$ cat src/rtl/slot_status_pkg.sv
package slot_status_pkg;

    localparam int DATA_W = 32;
    localparam int ADDR_W = 2;

    localparam logic [DATA_W-1:0] ID_WORD     = 32'h4103_4003;
    localparam logic [DATA_W-1:0] DECODE_WORD = 32'h0000_0011;

    localparam int WP_BIT   = 0;
    localparam int CARD_BIT = 3;

    typedef enum logic [ADDR_W-1:0] {
        SLOT_ID    = 2'd0,
        SLOT_FLASH = 2'd1,
        SLOT_STAT  = 2'd2,
        SLOT_DEC   = 2'd3
    } slot_reg_e;

    typedef struct packed {
        logic wp;
        logic card;
    } slot_in_t;

    function automatic logic [DATA_W-1:0] pack_status(logic wp, logic card);
        logic [DATA_W-1:0] r;
        r           = '0;
        r[WP_BIT]   = wp;
        r[CARD_BIT] = card;
        return r;
    endfunction

endpackage

$ cat src/rtl/slot_sync.sv
module slot_sync #(
    parameter int W      = 2,
    parameter int STAGES = 2
) (
    input  logic         clk,
    input  logic         rst,
    input  logic [W-1:0] async_in,
    output logic [W-1:0] sync_out
);
    logic [STAGES-1:0][W-1:0] chain;

    generate
        for (genvar s = 0; s < STAGES; s++) begin : g_stage
            if (s == 0) begin : g_first
                always_ff @(posedge clk) begin
                    if (rst) chain[s] <= '0;
                    else     chain[s] <= async_in;
                end
            end else begin : g_next
                always_ff @(posedge clk) begin
                    if (rst) chain[s] <= '0;
                    else     chain[s] <= chain[s-1];
                end
            end
        end
    endgenerate

    assign sync_out = chain[STAGES-1];
endmodule

$ cat src/rtl/slot_latch.sv
module slot_latch (
    input  logic clk,
    input  logic rst,
    input  logic card_sync,
    input  logic clr_req,
    output logic card_flag
);
    always_ff @(posedge clk) begin
        if (rst) card_flag <= 1'b0;
        else     card_flag <= card_sync | (card_flag & ~clr_req);
    end

    // flag is sticky without a clear
    a_r5_flag_sticky: assert property (@(posedge clk) disable iff (rst)
        (card_flag && !clr_req) |=> card_flag);

    // a high synchronised input always leaves the flag set
    a_r8_set_wins: assert property (@(posedge clk) disable iff (rst)
        card_sync |=> card_flag);

    // a clear with no pending set drops the flag
    a_r6_clear_drops: assert property (@(posedge clk) disable iff (rst)
        (clr_req && !card_sync) |=> !card_flag);
endmodule

$ cat src/rtl/slot_regdec.sv
module slot_regdec
    import slot_status_pkg::*;
(
    input  logic [ADDR_W-1:0] addr,
    input  logic              wp_sync,
    input  logic              card_flag,
    output logic [DATA_W-1:0] rdata
);
    always_comb begin
        case (slot_reg_e'(addr))
            SLOT_ID:    rdata = ID_WORD;
            SLOT_FLASH: rdata = '0;
            SLOT_STAT:  rdata = pack_status(wp_sync, card_flag);
            SLOT_DEC:   rdata = DECODE_WORD;
            default:    rdata = '0;
        endcase
    end
endmodule

$ cat src/rtl/slot_status_regs.sv
module slot_status_regs
    import slot_status_pkg::*;
#(
    parameter int SYNC_STAGES = 2
) (
    input  logic              clk,
    input  logic              rst,
    input  logic [ADDR_W-1:0] bus_addr,
    input  logic              bus_wr,
    input  logic [DATA_W-1:0] bus_wdata,
    output logic [DATA_W-1:0] bus_rdata,
    input  logic              wp_in,
    input  logic              card_in,
    output logic              card_irq
);
    localparam int IN_W = $bits(slot_in_t);

    slot_in_t raw_in, sync_in;
    logic     clr_req;
    logic     card_flag;
    logic     unused_wdata;

    assign raw_in.wp   = wp_in;
    assign raw_in.card = card_in;

    slot_sync #(.W(IN_W), .STAGES(SYNC_STAGES)) u_sync (
        .clk      (clk),
        .rst      (rst),
        .async_in (raw_in),
        .sync_out (sync_in)
    );

    assign clr_req = bus_wr && (slot_reg_e'(bus_addr) == SLOT_STAT)
                     && bus_wdata[CARD_BIT];
    assign unused_wdata = ^{bus_wdata[DATA_W-1:CARD_BIT+1], bus_wdata[CARD_BIT-1:0]};

    slot_latch u_latch (
        .clk       (clk),
        .rst       (rst),
        .card_sync (sync_in.card),
        .clr_req   (clr_req),
        .card_flag (card_flag)
    );

    slot_regdec u_dec (
        .addr      (bus_addr),
        .wp_sync   (sync_in.wp),
        .card_flag (card_flag),
        .rdata     (bus_rdata)
    );

    assign card_irq = card_flag;

    // interrupt output matches status bit 3 whenever it is read
    a_r7_irq_matches: assert property (@(posedge clk) disable iff (rst)
        (slot_reg_e'(bus_addr) == SLOT_STAT) |-> (bus_rdata[CARD_BIT] == card_irq));

    // spare status bits read zero
    a_r9_spare_zero: assert property (@(posedge clk) disable iff (rst)
        (slot_reg_e'(bus_addr) == SLOT_STAT) |->
        (bus_rdata[DATA_W-1:CARD_BIT+1] == '0 && bus_rdata[CARD_BIT-1:WP_BIT+1] == '0));

    // identification word never changes
    a_r1_id_const: assert property (@(posedge clk) disable iff (rst)
        (slot_reg_e'(bus_addr) == SLOT_ID) |-> (bus_rdata == 32'h4103_4003));
endmodule

$ cat config.mk
export PLATFORM = sky130hd
export DESIGN_NAME = slot_status_regs
export DESIGN_NICKNAME = d
export VERILOG_FILES = /design/src/rtl/slot_status_pkg.sv /design/src/rtl/slot_sync.sv /design/src/rtl/slot_latch.sv /design/src/rtl/slot_regdec.sv /design/src/rtl/slot_status_regs.sv
export SDC_FILE = /design/constraint.sdc
export NUM_CORES = 1
export LEC_CHECK = 0
export ABC_AREA = 1
export CORE_ASPECT_RATIO = 1.4
export CORE_MARGIN = 5
export CORE_UTILIZATION = 19
export CTS_CLUSTER_DIAMETER = 40
export DETAILED_ROUTE_END_ITERATION = 12
export PLACE_DENSITY = 0.74
export SLEW_MARGIN = 20
export SYNTH_ARGS = -nofsm -noshare
export SYNTH_HDL_FRONTEND = slang
export SYNTH_HIERARCHICAL = 1
export SYNTH_SLANG_ARGS = --single-unit
$ cat constraint.sdc
create_clock -name clk -period 0.8 [get_ports clk]
set_input_delay 0.16 -clock clk [delete_from_list [all_inputs] [get_ports clk]]
set_output_delay 0.16 -clock clk [all_outputs]
set_load 0.1 [all_outputs]
# After elaboration in Yosys (flattened, before gate mapping)
# Cells that the tools add are included.
[classes]
n_eq_ne = 3
n_bitwise = 3
n_reduce_logical = 3
n_mux = 1
[ops]
columns = ["cell", "count"]
rows = [
  ["$pmux W32 S4", 1],
  ["$eq A2 B2 Y1 const B", 2],
  ["$eq A2 B1 Y1 const B", 1],
  ["$logic_and A1 B1 Y1", 2],
  ["$logic_not A2 Y1", 1],
  ["$and A1 B1 Y1", 1],
  ["$not A1 Y1", 1],
  ["$or A1 B1 Y1", 1],
]
[totals]
in_bits = 39
reg_bits = 5
elab_cells = 13

# Depth between registers and ports, before layout
# Gate-level depths: netlist of the first run.
[depth]
depth_word = 6
ltp_mapped = 6

# By module
# Netlist of the first run, hierarchy kept.
[by_module_without_submodules]
columns = ["module", "cells_each", "area_each_um2", "instances"]
rows = [
  ["slot_regdec", 39, 262.8, 1],
  ["slot_sync", 14, 125.1, 1],
  ["slot_latch", 5, 40.0, 1],
  ["slot_status_regs", 4, 17.5, 1],
]

# Worst setup path before layout of the first run
# OpenSTA, ideal clock, no wires.
[synth_timing]
path_type = "flip-flop to output port"
startpoint = "register u_latch.card_flag"
endpoint = "output bus_rdata[3]"
path_buffers = 0
required_time_ps = 640
stages_incl_launch_ff = 3
setup_slack_ps = -1696
arrival_ps = 2336
cell_sequence = "dfxtp_1 nand2_1 nor2_1"
[synth_via]
elab_chain_len = 1
[synth_lines]
columns = ["element", "line_no", "rtl"]
rows = [
  ["from (decl)", "slot_latch.sv:6", "output logic card_flag"],
  ["from (signal assigned)", "slot_latch.sv:10", "else card_flag <= card_sync | (card_flag & ~clr_req);"],
  ["$pmux W32 S4", "slot_regdec.sv:10", "case (slot_reg_e'(addr))"],
  ["to (decl)", "slot_status_regs.sv:11", "output logic [DATA_W-1:0] bus_rdata,"],
]
# Every way passes these cells. The select of a mux whose other input is x is not followed.

# Final worst setup path of the first run
# Same ends and word-level chain as after synthesis.

==> results of run 1 <==
==> Yosys cell counts <==
cell type	instances	area, um2
a21oi_2	1	8.76
buf_4	30	225
conb_1	1	3.75
dfxtp_1	5	100
inv_1	10	37.5
inv_2	1	3.75
nand2_1	5	18.8
nand2_2	2	12.5
nand3_2	1	10.0
nor2_1	5	18.8
nor2_2	1	6.26
==> registers in the layout, summed over array words and instances, names as in the netlist <==
| register | cells |
|---|---|
| u_sync/sync_out | 2 |
| u_sync/chain | 2 |
| u_latch/card_flag | 1 |
==> power by group through the flow <==
stage	combinational [W]	sequential (W)	clock (W)
floorplan	0.000823	0.000288	0
CTS	0.000946	0.000266	0.000309
detailed placement	0.000939	0.000269	0
finish	0.000945	0.000266	0.000290
global placement	0.000934	0.000269	0
global route	0.000967	0.000267	0.000329
==> path summary, 6_finish.rpt <==
check | cells past startpoint | start | endpoint
setup / recovery | 3 | u_latch/card_flag$_SDFF_PP0_ | bus_rdata[3]
hold / removal | 6 | bus_wr | u_latch/card_flag$_SDFF_PP0_
setup reg to reg | 3 | u_latch/card_flag$_SDFF_PP0_ | u_latch/card_flag$_SDFF_PP0_
hold reg to reg | 2 | u_sync/chain[1]$_SDFF_PP0_ | u_sync/sync_out[1]$_SDFF_PP0_
==> critical path: stages, from the launching register on <==
cell and delay (ns):
dfxtp_4 0.35, nand2_4 0.05, nor2_4 0.09, buf_12 0.18
==> metrics by stage <==
| step | utilization [%] | cells | cell area (um2) | setup slack, ns | setup TNS [ns] |
|---|---|---|---|---|---|
| finish | 35.4 | 103 | 779 | -0.266 | -1.44 |
| floorplan | - | 84 | 607 | -0.493 | -3.24 |
| CTS | 35.1 | 103 | 772 | -0.284 | -1.54 |
| global route | 35.4 | 103 | 779 | -0.303 | -1.68 |
| detailed placement | 33.1 | 100 | 729 | -0.660 | -6.67 |
| global placement | 33.1 | 100 | 729 | -0.646 | -6.51 |
==> area by class of cell <==
class / count / area (um2)
Inverter: 11 / 66.3
Multi-Input combinational cell: 38 / 199
Timing Repair Buffer: 23 / 355
Clock buffer: 4 / 26.3
Tap cell: 22 / 27.5
Fill cell: 219 / 1420
Sequential cell: 5 / 105
==> cells by family after synthesis <==
kind of cell | share of synthesized area [%]
buffers and inverters | 59.8
AND/OR/NAND/NOR | 14.9
flip-flops | 22.5
AO/OA/AOI/OAI | 1.97
other | 0.842
==> metal layers <==
layer | routed length (um) | share of wire [%] | track usage [%]
met3 | 130 | 16 | 3.53
met5 | 0 | 0 | 0
met4 | 0 | 0 | 2.88
met2 | 443 | 53 | 7.92
met1 | 261 | 31 | 4.10
==> what timing repair did <==
| item | 4_1_cts | 5_1_grt |
|---|---|---|
| resized for setup | 21 | 3 |
| hold endpoints to repair | 0 | 0 |
| pin swaps | 6 | 4 |
| endpoints found under the setup margin | 11 | 11 |
==> results.md, run 1 <==
* Sequential power share at 17.7%
* Layout net count at 121
* Layout cells sized above 1 at 44.4%
* Number of global-route vias before repair at 293
* Fin crit share at 133%
* DRT Wirelength at 835 um
* IO Port Bufs at 17
* Final Worst Setup Slack at -0.266 ns
* DP HPWL at 762 um
* Pre-antenna DRT Iters at 2
* Syn Area/Cell at 7.18 um2
* Fin crit period at 1.07 ns
* Placeable Area at 2200 um2
* Initial antenna violation count at 0
* CTS tree: done
* Tot Pwr at 0.00150 W
* Slew Viols, Final at 0
* Crit path max fanout at 2
* Peak supply drop at 0.000890 V
* Commonest cells after routing, fill and taps aside: conb_1 (23), buf_12 (12), inv_1 (7), nor2_1 (4)
* Area Overhead vs Synth at 75.0%
* Yosys warning count at 6
* FF+latch count, synth at 5
* Kind of critical path: register to output port
* Max-Cap Viols at 0
* Diode count at 0
* CTS Hold Bufs at 0
* Internal power at 0.000641 W
* Initial Utilization at 20.2%
* Largest net degree at the start of global routing at 7
* CP Launch Type: register
* Sw Pwr at 0.000860 W
* Status: finished, violations left
* Post-Syn Area at 445 um2
* CTS Root Cell: clkbuf_4
* DR iter-0 viols at 4
* Setup violators final at 10
* H-tree depth at 1
* Leakage at 0.398 nW
* Pwr/cell area at 1930 nW/um2
* Vias per cell at 3.17
* Clock buffer depth at 2
* Io pins at 72
* DRC violations left at 0
* Failing checks: negative setup slack
* Antenna Nets Post-Route at 0
* Tot GR Track Use at 4.80%
* Fin Clk Skew at 0.00207 ns
* Die H at 67.3 um
* GRT overflow at 0
* Required time of the worst setup path at 0.64 ns
* Clk pin slew, worst setup/hold paths at 0.04 ns
* Worst Path Arrival at 0.91 ns
* Placement Rows at 20
* Combinational share of power at 62.9%
* Seq/Total Area, Yosys at 22.5%
* Clk pwr share at 19.3%
* CP endpoint kind: output port
* Syn Inst Count at 62
* Die W at 50.9 um
* Num CTS Buffers at 3
* Detailed-route via count at 326
* Flop2flop setup slack at 0.10 ns
* Hold Slack at 0.330 ns
* Min-delay worst type: primary input to register
* Worst skew pair latency at 0.24 ns
* First-pass GRT wire length at 1220 um
* Sw frac at 57.3%
* RSZ-0062 raised after global routing: yes
* Unique masters post-synth at 11
* Average routed wire per standard cell at 8.11 um
* CTS Sinks at 5
* Count of final hold-check violations at 0
* Fmax at 938 MHz
* Post-CTS Setup Inserts at 0
* Die ar. at 3430 um2
* Gpl congestion at 0.618
* Leading cell type in the layout, fill and taps excluded: conb_1
Power figures use the tool's default switching activity.
==> inputs of run 2 (changes only) <==
==> constraint.sdc (replaced) <==
create_clock -name clk -period 0.8 [get_ports clk]
set_input_delay 0.24 -clock clk [delete_from_list [all_inputs] [get_ports clk]]
set_output_delay 0.24 -clock clk [all_outputs]
set_load 0.1 [all_outputs]
==> results.md, run 2 (synthesis results as in run 1) <==
* Status: finished, violations left
* Failing checks: negative setup slack
* Setup violators final at 10 (unchanged)
* Die W at 50.9 um (unchanged)
* DRT Wirelength at 831 um (-0.48%)
* Initial antenna violation count at 0 (unchanged)
* Initial Utilization at 20.2% (unchanged)
* Die ar. at 3430 um2 (unchanged)
* Count of final hold-check violations at 0 (unchanged)
* DP HPWL at 774 um (+1.5%)
* CTS Root Cell: clkbuf_4
* Flop2flop setup slack at 0.11 ns (about the same)
* Final Worst Setup Slack at -0.347 ns (-0.0816 ns)
* Kind of critical path: register to output port
* Reg2Reg Depth at 3 (unchanged)
* Pre-antenna DRT Iters at 1 (-1)
* Register area at 105 um2 (unchanged)
* CP max stage delay at 0.34 ns (about the same)
* Crit path max fanout at 2 (unchanged)
* DRC violations left at 0 (unchanged)
* Max-Cap Viols at 0 (unchanged)
* Filler cells at 224 (+2.3%)
* Gpl congestion at 0.637 (+3.1%)
* Die H at 67.3 um (unchanged)
* Clk pin slew, worst setup/hold paths at 0.04 ns (about the same)
* Tot GR Track Use at 4.98% (+0.18 points)
* Clock buffer depth at 2 (unchanged)
* Placeable Area at 2200 um2 (unchanged)
* Tot Pwr at 0.00149 W (-0.50%)
* GRT overflow at 0 (unchanged)
* Peak supply drop at 0.000828 V (-6.9%)
* DR iter-0 viols at 0 (-4)
* Crit-path slowest cell: dfxtp_4
* Worst Path Arrival at 0.91 ns (about the same)
* CP endpoint kind: output port
* Num CTS Buffers at 3 (unchanged)
* RSZ-0062 raised after global routing: yes
* Hold endpoint: u_sync/sync_out[0]$_SDFF_PP0_
* First-pass GRT wire length at 1230 um (+0.57%)
* H-tree depth at 1 (unchanged)
* Placement Rows at 20 (unchanged)
* CTS Sinks at 5 (unchanged)
* Average routed wire per standard cell at 8.07 um (-0.48%)
* Leading cell type in the layout, fill and taps excluded: conb_1
* RR Startpoint: u_latch/card_flag$_SDFF_PP0_
* Worst skew pair latency at 0.23 ns (about the same)
* Vias per cell at 3.10 (-2.1%)
* Fin Clk Skew at 0.00111 ns (-0.000968 ns)
* Crit-path cells: nand2_2 > nor2_4 > buf_12
* Min-Delay Path Depth at 2 (-4)
* Hold Slack at 0.401 ns (+0.0714 ns)
* Antenna Nets Post-Route at 0 (unchanged)
* Reg2reg end: u_latch/card_flag$_SDFF_PP0_
* Pre-CTS setup slack at -0.800 ns (-0.139 ns)
* Diode count at 0 (unchanged)
* Area Overhead vs Synth at 73.6%
* CP top delay family: flip-flops
* Leakage at 0.371 nW (-6.7%)
* Pwr/cell area at 1930 nW/um2 (+0.30%)
* Layout net count at 121 (unchanged)
* IO Port Bufs at 17 (unchanged)
* Largest net degree at the start of global routing at 7 (unchanged)
* CP Launch Type: register
* Slew Viols, Final at 0 (unchanged)
* Io pins at 72 (unchanged)
* Layout cells sized above 1 at 43.2% (-1.2 points)
* CTS tree: done
* Number of global-route vias before repair at 302 (+3.1%)
* Area of the multi-input gates at 200 um2 (+0.63%)
* Commonest cells after routing, fill and taps aside: conb_1 (23), buf_12 (12), inv_1 (7), nor2_1 (4)
* Fin crit share at 143% (+10 points)
* Min-delay worst type: register to register
* Fmax at 872 MHz (-7.1%)
* Detailed-route via count at 319 (-2.1%)
* Hold path startpoint: u_sync/chain[0]$_SDFF_PP0_
* Required time of the worst setup path at 0.56 ns (-0.08 ns)
* Fin crit period at 1.15 ns (+0.0816 ns)
* CP Buf/Inv Count at 1 (unchanged)
[run 2: changes by cell type in the layout (fill, tap and decap cells not counted)]
cell / previous run / this run
dlymetal6s2s_1: 2 / 0
dlygate4sd2_1: 0 / 2
nand2_1: 2 / 3
nand2_4: 3 / 1
clkinv_4: 0 / 1
inv_6: 1 / 0
nand2_8: 0 / 1
[run 2: report_power, final]
group	switching [W]	internal, W
clock network	0.0000950	0.000188
registers	0.00000404	0.000261
logic	0.000755	0.000191
[run 2: worst max path at each step]
stage	start	end	depth (start not counted)
after floorplan	bus_addr[1]	bus_rdata[16]	4
after global placement	bus_addr[1]	bus_rdata[14]	7
after detailed placement	bus_addr[1]	bus_rdata[14]	7
after CTS	bus_addr[1]	bus_rdata[14]	7
after global routing	u_latch/card_flag$_SDFF_PP0_	bus_rdata[3]	3
final	u_latch/card_flag$_SDFF_PP0_	bus_rdata[3]	3
[run 2: layout make-up]
cell class | instances | area share (%)
clock buffers | 4 | 3.40
inverters | 11 | 8.58
multi-input cells | 38 | 25.9
flip-flops and latches | 5 | 13.6
well taps | 22 | 3.56
repair buffers | 23 | 45.0
[run 2: per-stage QoR]
stage	instances	cell area, um2	TNS [ns]	util [%]
floorplan	84	613	-4.52	-
global placement	100	723	-8.35	32.8
detailed placement	100	723	-8.51	32.8
CTS	104	768	-3.62	34.9
global route	103	773	-3.04	35.1
finish	103	773	-2.81	35.1
[run 2: layer usage]
metal | routed length [um] | part of all wire, % | global-route usage, %
met1 | 240 | 29 | 4.23
met2 | 459 | 55 | 8.54
met3 | 131 | 16 | 1.99
met4 | 0 | 0 | 4.79
met5 | 0 | 0 | 0
[run 2: timing repair]
action,in CTS,in global routing
hold buffers,0,0
endpoints found under the setup margin,11,11
cloned,0,0
pin swaps,5,3
buffers inserted,0,0
gates resized for setup,17,7
[run 2: tightest hold or removal path, cell delays in order, from the launching register on]
cell	delay, ns
dfxtp_1	0.29
inv_1	0.04
nor2_1	0.03
